[config.mk]
export PLATFORM = sky130hd
export DESIGN_NAME = uart_rxq
export DESIGN_NICKNAME = d
export VERILOG_FILES = /design/src/rtl/uart_rxq_pkg.sv /design/src/rtl/uart_rxq_mem.sv /design/src/rtl/uart_rxq_tmo.sv /design/src/rtl/uart_rxq.sv
export SDC_FILE = /design/constraint.sdc
export NUM_CORES = 1
export LEC_CHECK = 0
export BUFFER_PORTS_ARGS = -buffer_cell sky130_fd_sc_hd__buf_2
export CAP_MARGIN = 5
export CORE_MARGIN = 2
export CORE_UTILIZATION = 60
export DETAILED_ROUTE_END_ITERATION = 12
export PLACE_DENSITY_LB_ADDON = 0.1
export SETUP_SLACK_MARGIN = 0.1
export SLEW_MARGIN = 20
export SYNTH_ARGS = -nofsm -noshare
export SYNTH_HDL_FRONTEND = slang
export SYNTH_SLANG_ARGS = --single-unit
[constraint.sdc]
create_clock -name clk -period 3.4 [get_ports clk]
set_input_delay 0.85 -clock clk [delete_from_list [all_inputs] [get_ports clk]]
set_output_delay 0.85 -clock clk [all_outputs]
set_load 0.02 [all_outputs]
[src/rtl/uart_rxq_pkg.sv]
package uart_rxq_pkg;

    localparam logic [7:0] CTL_KEEP_MASK = 8'hC9;
    localparam int unsigned CTL_EN_BIT    = 0;
    localparam int unsigned CTL_RXCLR_BIT = 1;
    localparam int unsigned CTL_TXCLR_BIT = 2;

    // threshold for the 2-bit trigger select, scaled to the queue depth
    function automatic int unsigned trig_threshold(input logic [1:0] sel,
                                                   input int unsigned depth);
        case (sel)
            2'b00:   return 1;
            2'b01:   return depth / 4;
            2'b10:   return depth / 2;
            default: return depth - 2;
        endcase
    endfunction

endpackage

[src/rtl/uart_rxq_mem.sv]
module uart_rxq_mem #(
    parameter int unsigned DEPTH = 16,
    parameter int unsigned W     = 8
) (
    input  logic                       clk,
    input  logic                       rst_n,
    input  logic                       clr,
    input  logic                       push,
    input  logic                       pop,
    input  logic [W-1:0]               wdata,
    output logic [W-1:0]               head,
    output logic [$clog2(DEPTH):0]     level
);
    localparam int unsigned AW = $clog2(DEPTH);
    localparam int unsigned LW = AW + 1;

    typedef struct packed {
        logic [AW-1:0] wp;
        logic [AW-1:0] rp;
        logic [LW-1:0] lvl;
    } ptr_t;

    ptr_t ptr_q, ptr_d;
    logic [W-1:0] mem_q [DEPTH];
    logic [AW-1:0] wp_inc, rp_inc;

    generate
        if ((DEPTH & (DEPTH - 1)) == 0) begin : g_pow2_wrap
            assign wp_inc = ptr_q.wp + 1'b1;
            assign rp_inc = ptr_q.rp + 1'b1;
        end else begin : g_cmp_wrap
            assign wp_inc = (ptr_q.wp == AW'(DEPTH - 1)) ? '0 : ptr_q.wp + 1'b1;
            assign rp_inc = (ptr_q.rp == AW'(DEPTH - 1)) ? '0 : ptr_q.rp + 1'b1;
        end
    endgenerate

    always_comb begin
        ptr_d = ptr_q;
        if (clr) begin
            ptr_d = '0;
        end else begin
            if (push) ptr_d.wp = wp_inc;
            if (pop)  ptr_d.rp = rp_inc;
            ptr_d.lvl = ptr_q.lvl + LW'(push) - LW'(pop);
        end
    end

    always_ff @(posedge clk) begin
        if (!rst_n) ptr_q <= '0;
        else        ptr_q <= ptr_d;
    end

    always_ff @(posedge clk) begin
        if (push && !clr) mem_q[ptr_q.wp] <= wdata;
    end

    assign head  = mem_q[ptr_q.rp];
    assign level = ptr_q.lvl;

    // occupancy never exceeds the depth
    p_level_bound_r2: assert property (@(posedge clk) disable iff (!rst_n)
        ptr_q.lvl <= LW'(DEPTH));

endmodule

[src/rtl/uart_rxq_tmo.sv]
module uart_rxq_tmo #(
    parameter int unsigned LIMIT = 4
) (
    input  logic clk,
    input  logic rst_n,
    input  logic restart,
    input  logic stop,
    input  logic tick,
    output logic expire
);
    localparam int unsigned CW = $clog2(LIMIT + 1);

    typedef struct packed {
        logic          run;
        logic [CW-1:0] cnt;
    } tmo_t;

    tmo_t tmo_q, tmo_d;

    always_comb begin
        tmo_d  = tmo_q;
        expire = 1'b0;
        if (restart) begin
            tmo_d.run = 1'b1;
            tmo_d.cnt = '0;
        end else if (stop) begin
            tmo_d.run = 1'b0;
        end else if (tick && tmo_q.run) begin
            tmo_d.cnt = tmo_q.cnt + 1'b1;
            if (tmo_q.cnt == CW'(LIMIT - 1)) begin
                tmo_d.run = 1'b0;
                expire    = 1'b1;
            end
        end
    end

    always_ff @(posedge clk) begin
        if (!rst_n) tmo_q <= '0;
        else        tmo_q <= tmo_d;
    end

    // the count saturates at the limit and the timer is idle there
    p_cnt_sat_r9: assert property (@(posedge clk) disable iff (!rst_n)
        tmo_q.cnt <= CW'(LIMIT));
    p_idle_at_limit_r9: assert property (@(posedge clk) disable iff (!rst_n)
        (tmo_q.cnt == CW'(LIMIT)) |-> !tmo_q.run);

endmodule

[src/rtl/uart_rxq.sv]
module uart_rxq #(
    parameter int unsigned DEPTH     = 16,
    parameter int unsigned TMO_CHARS = 4
) (
    input  logic                   clk,
    input  logic                   rst_n,
    input  logic [7:0]             rx_byte,
    input  logic                   rx_push,
    input  logic                   rx_break,
    input  logic                   rd_en,
    output logic [7:0]             rd_data,
    input  logic                   lsr_rd,
    input  logic                   ctl_wr,
    input  logic [7:0]             ctl_wdata,
    output logic [7:0]             ctl_value,
    output logic                   tx_clr,
    input  logic                   char_tick,
    output logic [$clog2(DEPTH):0] level,
    output logic                   data_ready,
    output logic                   brk,
    output logic                   overrun,
    output logic                   trig_hit,
    output logic                   tmo_pend
);
    import uart_rxq_pkg::*;

    localparam int unsigned LW = $clog2(DEPTH) + 1;

    typedef struct packed {
        logic [7:0] ctl;
        logic [7:0] rdata;
        logic       dr;
        logic       brk;
        logic       ovr;
        logic       pend;
        logic       txclr;
    } st_t;

    st_t st_q, st_d;

    logic [7:0]    head;
    logic [LW-1:0] lvl;
    logic [LW-1:0] thr;
    logic [7:0]    wv;
    logic          wr_take, rx_clear, tx_clear;
    logic          pop, push_req, push_ok, last_pop;
    logic          tmo_restart, tmo_stop, tmo_expire;

    always_comb begin
        wr_take  = ctl_wr && (ctl_wdata != st_q.ctl);
        wv       = ctl_wdata |
                   ((ctl_wdata[CTL_EN_BIT] != st_q.ctl[CTL_EN_BIT]) ? 8'h06 : 8'h00);
        rx_clear = wr_take && wv[CTL_RXCLR_BIT];
        tx_clear = wr_take && wv[CTL_TXCLR_BIT];
        pop      = rd_en && !rx_clear && (lvl != '0);
        push_req = (rx_push || rx_break) && !rx_clear;
        push_ok  = push_req && ((lvl != LW'(DEPTH)) || pop);
        last_pop = pop && (lvl == LW'(1)) && !push_req;
        tmo_restart = push_req || (pop && !last_pop);
        tmo_stop    = rx_clear || last_pop;
    end

    always_comb begin
        st_d       = st_q;
        st_d.txclr = tx_clear;
        if (wr_take) st_d.ctl = wv & CTL_KEEP_MASK;
        if (rd_en) begin
            st_d.rdata = pop ? head : 8'h00;
            st_d.pend  = 1'b0;
        end
        if (lsr_rd) begin
            st_d.ovr = 1'b0;
            st_d.brk = 1'b0;
        end
        if (rx_clear) begin
            st_d.dr   = 1'b0;
            st_d.brk  = 1'b0;
            st_d.pend = 1'b0;
        end else begin
            if (push_req) begin
                st_d.dr = 1'b1;
                if (rx_break) st_d.brk = 1'b1;
                if (!push_ok) st_d.ovr = 1'b1;
            end
            if (last_pop) begin
                st_d.dr  = 1'b0;
                st_d.brk = 1'b0;
            end
            if (tmo_expire && (lvl != '0)) st_d.pend = 1'b1;
        end
    end

    always_ff @(posedge clk) begin
        if (!rst_n) st_q <= '0;
        else        st_q <= st_d;
    end

    uart_rxq_mem #(.DEPTH(DEPTH), .W(8)) u_mem (
        .clk   (clk),
        .rst_n (rst_n),
        .clr   (rx_clear),
        .push  (push_ok),
        .pop   (pop),
        .wdata (rx_break ? 8'h00 : rx_byte),
        .head  (head),
        .level (lvl)
    );

    uart_rxq_tmo #(.LIMIT(TMO_CHARS)) u_tmo (
        .clk     (clk),
        .rst_n   (rst_n),
        .restart (tmo_restart),
        .stop    (tmo_stop),
        .tick    (char_tick),
        .expire  (tmo_expire)
    );

    assign thr        = LW'(trig_threshold(st_q.ctl[7:6], DEPTH));
    assign trig_hit   = st_q.ctl[CTL_EN_BIT] ? (lvl >= thr) : (lvl != '0);
    assign level      = lvl;
    assign rd_data    = st_q.rdata;
    assign ctl_value  = st_q.ctl;
    assign tx_clr     = st_q.txclr;
    assign data_ready = st_q.dr;
    assign brk        = st_q.brk;
    assign overrun    = st_q.ovr;
    assign tmo_pend   = st_q.pend;

    p_dr_with_data_r8: assert property (@(posedge clk) disable iff (!rst_n)
        (level != '0) |-> data_ready);

    p_pend_with_data_r10: assert property (@(posedge clk) disable iff (!rst_n)
        tmo_pend |-> (level != '0));

    p_empty_read_r2: assert property (@(posedge clk) disable iff (!rst_n)
        (rd_en && level == '0 && !rx_push && !rx_break) |=> (rd_data == 8'h00 && level == '0));

    p_full_push_r3: assert property (@(posedge clk) disable iff (!rst_n)
        ((rx_push || rx_break) && level == LW'(DEPTH) && !rd_en && !ctl_wr)
        |=> (overrun && level == LW'(DEPTH)));

    p_keep_mask_r5: assert property (@(posedge clk) disable iff (!rst_n)
        (ctl_value & ~CTL_KEEP_MASK) == 8'h00);

    p_toggle_flush_r6: assert property (@(posedge clk) disable iff (!rst_n)
        (ctl_wr && ctl_wdata[0] != ctl_value[0]) |=> (tx_clr && level == '0));

    p_same_write_r7: assert property (@(posedge clk) disable iff (!rst_n)
        (ctl_wr && ctl_wdata == ctl_value) |=> ($stable(ctl_value) && !tx_clr));

    p_break_sets_r11: assert property (@(posedge clk) disable iff (!rst_n)
        (rx_break && !ctl_wr) |=> (brk && data_ready));

endmodule

==> impl_metrics.env, run 1 <==
export IMPL_status="finished clean"
export IMPL_leakage_nw=2.78
export IMPL_io_buffers=44
export IMPL_cp_arrival_ns=3.40
export IMPL_clk_latency_ns=0.42
export IMPL_min_to="u_tmo.tmo_q[2]"
export IMPL_use_met1_pct=32.2
export IMPL_met2_usage_pct=38.5
export IMPL_period_needed_ns=3.09
export IMPL_setup_viol=0
export IMPL_p_int_mw=3.68
export IMPL_post_cts_buffers=0
export IMPL_fillCellCount=797
export IMPL_num_rows=39
export IMPL_powerDensity_nw_per_um2=630
export IMPL_worstMarginPinSlew_ns=0.895
export IMPL_top_usage_layer="met2"
export IMPL_r2r_start="u_mem.level[2]"
export IMPL_cts_sink_count=166
export IMPL_path_clk_slew_ns=0.06
export IMPL_route_detailed_drc=0
export IMPL_vias=4091
export IMPL_power_switching_mw=1.30
export IMPL_dr_pass1_iters=4
export IMPL_nNetsFinal=589
export IMPL_core_area_sq_um=11400
export IMPL_cts_root_buffer="clkbuf_16"
export IMPL_hold_start="u_tmo.tmo_q[2]"
export IMPL_layout_drive_gt1_share_pct=19.6
export IMPL_dp_hpwl_mm=9.37
export IMPL_synth_area_sq_um=6960
export IMPL_die_w_um=112
export IMPL_total_power_mw=4.98
export IMPL_critical_path_class="flip-flop to flip-flop"
export IMPL_initial_core_util_pct=61.3
export IMPL_synth_flop_cell="edfxtp_1"
export IMPL_ant_nets=0
export IMPL_crit_path_max_fanout=7
export IMPL_reg2reg_to="u_mem.level[4]"
export IMPL_timing_final_crit_share_pct=90.9
export IMPL_h_tree_depth=4
export IMPL_swShare_pct=26.2
export IMPL_synth_edf_count=128
export IMPL_rsz0062_at_grt="false"
export IMPL_overflow=0
export IMPL_grt_pass1_vias=4149
export IMPL_first_iter_violations=265
export IMPL_slew_headroom_pct=40.2
export IMPL_startpoint_type="flip-flop"
export IMPL_cts_made_buffers=17
export IMPL_ctsHoldBuffers=0
export IMPL_cts_resized_gates=0
export IMPL_seq_area_sq_um=4610
export IMPL_clkPwrFrac_pct=36.7
export IMPL_gr_usage_met3_pct=5.17
export IMPL_r2r_slack_ns=0.31
export IMPL_avgRoutedWirePerCell_um=20.0
export IMPL_drv_cap=0
export IMPL_multiInputGateArea_sq_um=2130
export IMPL_finalHoldViolations=0
export IMPL_required_ns=3.71
export IMPL_synth_avg_cell_area_sq_um=14.0
export IMPL_end_kind="flip-flop"
export IMPL_die_area_sq_um=12500
export IMPL_hold_path_class="flip-flop to flip-flop"
export IMPL_grt_pass1_wl_mm=22.2
export IMPL_antenna_found_initial=0
export IMPL_combPwrFrac_pct=16.2
export IMPL_cts_tree="built"
export IMPL_n_antenna_cell=0
export IMPL_gp_congestion=0.764
export IMPL_area_growth_syn_to_layout_pct=13.5
export IMPL_grt_usage_pct=23.8
export IMPL_grt_max_degree=29
export IMPL_dp_slack_ns=0.249
export IMPL_ys_async_sr_fraction_pct=0
export IMPL_max_clock_path_buffers=2
export IMPL_viasPerCell=5.82
export IMPL_die_y_um=112
export IMPL_ys_seq_elements=166
export IMPL_drv_slew=0
export IMPL_syn_instance_count=496
export IMPL_finalSetupTns_ns=0
export IMPL_fmax_mhz=324
export IMPL_finalClockSkew_ns=0.0119
export IMPL_boundaryPins=51
export IMPL_ys_types=49
export IMPL_ys_warn_count=0
export IMPL_reg2reg_depth=14
export IMPL_ys_seq_area_share_pct=66.1
export IMPL_finalWorstSetupSlack_ns=0.311
export IMPL_max_vdd_ir_drop_mv=0.385
export IMPL_wl_mm=14.1
export IMPL_power_frac_seq_pct=47.1
export IMPL_worstHoldPathCells=2
worst max-delay path: stages, from the launching register on:
cell     delay (ns)
dfxtp_1        0.35
inv_1          0.09
ha_1           0.18
or4b_4         0.52
nand2_1        0.24
nor2_1         0.11
ha_1           0.29
inv_1          0.04
ha_1           0.20
fa_1           0.44
a21oi_1        0.18
nor2_1         0.05
nor2_1         0.11
xnor2_1        0.13
nor2_1         0.05
layout by cell type, fill, tap and decap left out, types with 2 or more instances in the layout:
master	synthesis	layout
a21oi_1	16	16
clkinv_2	0	3
conb_1	1	4
and3_1	6	6
clkinvlp_4	0	3
nand2b_1	6	6
a211oi_1	8	8
mux4_2	8	8
nor3_1	6	6
edfxtp_1	128	128
buf_2	4	44
xnor2_1	8	8
nor2b_1	15	15
nand2_1	28	28
nand3_1	4	4
a31oi_1	2	2
inv_1	12	12
ha_1	17	17
o22ai_1	16	16
nor2_1	42	42
clkinv_4	0	3
buf_4	10	19
dfxtp_1	38	37
clkbuf_16	0	18
and2_1	9	9
or2_2	3	3
o21ai_0	3	3
xor2_1	4	4
mux2i_1	53	53
o41ai_1	9	9
clkbuf_1	13	2
cells in the mapped netlist (all sizes together), types with 2 or more instances:
cell type / instances / area share [%]
edfxtp: 128 / 55
mux2i: 53 / 7.6
nor2: 42 / 2.3
dfxtp: 38 / 11
nand2: 28 / 1.5
buf: 21 / 2.0
ha: 17 / 3.1
a21oi: 16 / 1.1
o22ai: 16 / 1.4
nor2b: 15 / 1.3
clkbuf: 13 / 0.70
inv: 13 / 0.77
and2: 9 / 0.81
o41ai: 9 / 1.1
a211oi: 8 / 0.86
mux4: 8 / 2.6
xnor2: 8 / 1.0
and3: 7 / 0.70
nor3: 7 / 0.57
nand2b: 6 / 0.54
nand3: 4 / 0.29
xor2: 4 / 0.50
o21ai: 3 / 0.22
or2: 3 / 0.27
a31oi: 2 / 0.18
worst max path at each step:
stage	depth (start not counted)	end	startpoint
after global routing	14	u_mem.level[4]	u_mem.level[3]
after CTS	14	u_mem.level[4]	u_mem.level[2]
after floorplan	13	u_mem.level[4]	ctl_wr
after detailed placement	13	u_mem.level[4]	ctl_wdata[0]
after global placement	13	u_mem.level[4]	ctl_wdata[0]
final	14	u_mem.level[4]	u_mem.level[2]
power by group through the flow:
| stage | Combinational [mW] | Sequential (mW) | Clock, mW |
|---|---|---|---|
| final | 0.808 | 2.35 | 1.83 |
| after CTS | 0.813 | 2.35 | 1.84 |
| after floorplan | 0.628 | 2.37 | 0 |
| after global placement | 0.785 | 2.38 | 0 |
| after global routing | 0.890 | 2.36 | 1.95 |
| after detailed placement | 0.811 | 2.39 | 0 |
layout make-up:
type	count	share of cell area, %
Clock inverter	11	1.27
Tap cell	143	2.26
Inverter	13	0.681
Sequential cell	166	58.3
Multi-Input combinational cell	286	27.0
Clock buffer	21	5.97
Timing Repair Buffer	63	4.59
routing by layer:
metal | up-vias | routed length, um
met4 | 0 | 284
li1 | 1925 | -
met1 | 2025 | 6160
met5 | - | 0
met3 | 25 | 656
met2 | 116 | 6990
kinds of logic (layout without fill, tap and decap cells):
kind of cell | after synthesis | in the layout | share of synthesized area, %
mux | 61 | 61 | 10.2
buf+inv | 47 | 108 | 3.43
compound gates | 60 | 60 | 5.70
other cells | 1 | 4 | 0.0538
flops | 166 | 166 | 66.1
xor+xnor | 12 | 12 | 1.51
simple gates | 131 | 131 | 9.65
fa+ha+maj | 18 | 18 | 3.34
sequential cells by signal, indices dropped and copies added, names as in the netlist, named ones only:
| name | flops |
|---|---|
| brk | 1 |
| overrun | 1 |
| u_mem.ptr_q | 8 |
| u_mem.level | 5 |
| tx_clr | 1 |
| u_mem.mem_q | 128 |
| tmo_pend | 1 |
| u_tmo.tmo_q | 4 |
| rd_data | 8 |
| ctl_value | 4 |
| data_ready | 1 |
through the flow:
stage	utilization (%)	cell area (sq um)	hold WS, ns	instances
finish	69.5	7910	0.460	703
global route	69.5	7910	0.486	703
CTS	69.5	7910	0.464	703
detailed placement	64.5	7330	0.456	671
global placement	64.5	7330	0.441	671
floorplan	-	6980	0.436	499
Power figures use the tool's default switching activity.
==> inputs of run 2 (changes only) <==
--- a/config.mk
+++ b/config.mk
@@ -7,9 +7,11 @@
 export LEC_CHECK = 0
 export BUFFER_PORTS_ARGS = -buffer_cell sky130_fd_sc_hd__buf_2
 export CAP_MARGIN = 5
+export CORE_ASPECT_RATIO = 0.7
 export CORE_MARGIN = 2
 export CORE_UTILIZATION = 60
 export DETAILED_ROUTE_END_ITERATION = 12
+export GPL_TIMING_DRIVEN = 0
 export PLACE_DENSITY_LB_ADDON = 0.1
 export SETUP_SLACK_MARGIN = 0.1
 export SLEW_MARGIN = 20
==> run 2 against run 1 <==
Against the previous run:
- highest routed layer unchanged
- clock-buffer cell count down 2
- final area rose by 0.68%
- non-clock buffer count increased by 14
- combinational power rose by 9.0%
- critical path depth unchanged
- cell count is 3.4% higher
- total power down 0.73%
- clock skew about the same
==> impl_metrics.env, run 2 (synthesis results as in run 1) <==
export IMPL_status="finished clean"
export IMPL_drv_cap=0
export IMPL_path_clk_slew_ns=0.06
export IMPL_largest_register="u_mem.mem_q"
export IMPL_setup_viol=0
export IMPL_crit_buf_inv=2
export IMPL_fmax_mhz=327
export IMPL_worstMarginPinSlew_ns=0.991
export IMPL_viasPerCell=5.72
export IMPL_h_tree_depth=4
export IMPL_die_y_um=94.1
export IMPL_finalClockSkew_ns=0.0117
export IMPL_leakage_nw=2.78
export IMPL_cp_slowest_cell="or4b_4"
export IMPL_layout_drive_gt1_share_pct=20.2
export IMPL_vias=4156
export IMPL_ant_nets=0
export IMPL_first_iter_violations=347
export IMPL_die_area_sq_um=12500
export IMPL_startpoint_type="flip-flop"
export IMPL_nNetsFinal=603
export IMPL_grt_pass1_vias=4129
export IMPL_grt_max_degree=17
export IMPL_dp_hpwl_mm=9.84
export IMPL_wl_mm=14.1
export IMPL_largest_reg_flops=128
export IMPL_num_rows=32
export IMPL_crit_path_max_fanout=7
export IMPL_total_power_mw=4.95
export IMPL_crit_top_cell="nor2_1"
export IMPL_cts_root_buffer="clkbuf_16"
export IMPL_die_w_um=133
export IMPL_clk_latency_ns=0.43
export IMPL_boundaryPins=51
export IMPL_required_ns=3.71
export IMPL_end_kind="flip-flop"
export IMPL_powerDensity_nw_per_um2=621
export IMPL_grt_pass1_wl_mm=22.3
export IMPL_overflow=0
export IMPL_path_cells="inv_1 -> ha_1 -> or4b_4 -> nand2_2 -> nor2_1 -> ha_1 -> inv_1 -> ha_1 -> fa_1 -> a21oi_1 -> nor2_1 -> nor2_1 -> xnor2_1 -> nor2_1"
export IMPL_cp_arrival_ns=3.36
export IMPL_place_area_sq_um=7400
export IMPL_antenna_found_initial=0
export IMPL_hold_path_class="flip-flop to flip-flop"
export IMPL_finalHoldViolations=0
export IMPL_max_clock_path_buffers=2
export IMPL_crit_family="adder cells"
export IMPL_n_antenna_cell=0
export IMPL_avgRoutedWirePerCell_um=19.4
export IMPL_cts_made_buffers=17
export IMPL_critical_path_class="flip-flop to flip-flop"
export IMPL_cpPeakStageDelay_ns=0.52
export IMPL_final_common_cell="edfxtp_1"
export IMPL_final_cell_mix="edfxtp_1, mux2i_1, buf_2, nor2_1, dfxtp_1"
export IMPL_io_buffers=43
export IMPL_cts_tree="built"
export IMPL_gp_congestion=0.855
export IMPL_period_needed_ns=3.06
export IMPL_max_vdd_ir_drop_mv=0.349
export IMPL_rsz0062_at_grt="false"
export IMPL_route_detailed_drc=0
export IMPL_initial_core_util_pct=62.3
export IMPL_drv_slew=0
export IMPL_slew_headroom_pct=33.8
export IMPL_area_growth_syn_to_layout_pct=14.3
export IMPL_stdcell_area_sq_um=7960
export IMPL_dr_pass1_iters=4
export IMPL_timing_final_crit_share_pct=90.0
export IMPL_cts_sink_count=166
export IMPL_core_area_sq_um=11200
export IMPL_grt_usage_pct=24.6
==> run 2: worst min-delay path, delay by kind of cell, from the launching register on <==
| kind | cells | cell delay (ns) |
|---|---|---|
| AND/OR/NAND/NOR | 1 | 0.06 |
| AO/OA/AOI/OAI | 1 | 0.06 |
| flip-flops | 1 | 0.31 |
==> run 2: final timing paths <==
kind	from	end	slack (ns)	depth (start not counted)
worst max register to register	u_mem.level[3]	u_mem.level[4]	0.34	14
worst min register to register	u_tmo.tmo_q[2]	u_tmo.tmo_q[2]	0.48	2
worst min-delay path	u_tmo.tmo_q[2]	u_tmo.tmo_q[2]	0.48	2
worst max-delay path	u_mem.level[3]	u_mem.level[4]	0.34	14
==> run 2: power by group <==
part / leakage, nW / switching, mW / total [mW] / internal (mW)
Combinational: 1.04 / 0.509 / 0.881 / 0.373
Clock: 0.255 / 0.782 / 1.74 / 0.958
Sequential: 1.49 / 0.0613 / 2.33 / 2.26
Total: 2.78 / 1.35 / 4.95 / 3.59
==> run 2: repair_timing <==
action | CTS | global route
resized for setup | 0 | 1
setup endpoints to repair | 0 | 1
hold buffers | 0 | 0
setup buffers | 0 | 0
==> run 2: metal layers <==
layer	track usage, %	vias to the layer above	wire length, um
met2	36.4	153	6180
li1	-	1964	-
met1	35.6	2023	6630
met5	0	-	0
met4	7.71	0	172
met3	7.07	16	1130
==> run 2: layout make-up <==
| type | instances | area [sq um] |
|---|---|---|
| plain buffers | 34 | 185 |
| clock buffers | 19 | 443 |
| clock inverters | 13 | 98.8 |
| fillers | 755 | 3210 |
| inverters | 13 | 53.8 |
| multi-input cells | 286 | 2170 |
| flip-flops and latches | 166 | 4600 |
| well taps | 153 | 191 |
| repair buffers | 43 | 215 |
==> run 2: metrics by stage <==
step	worst slack [ns]	setup TNS [ns]	std cells	util [%]	hold slack [ns]
2_1_floorplan	0.430	0	499	-	0.436
3_3_place_gp	-0.132	-1.70	695	66.1	0.444
3_5_place_dp	0.159	0	695	66.3	0.465
4_1_cts	0.239	0	727	71.1	0.477
5_1_grt	0.132	0	727	71.2	0.510
6_report	0.341	0	727	71.2	0.479
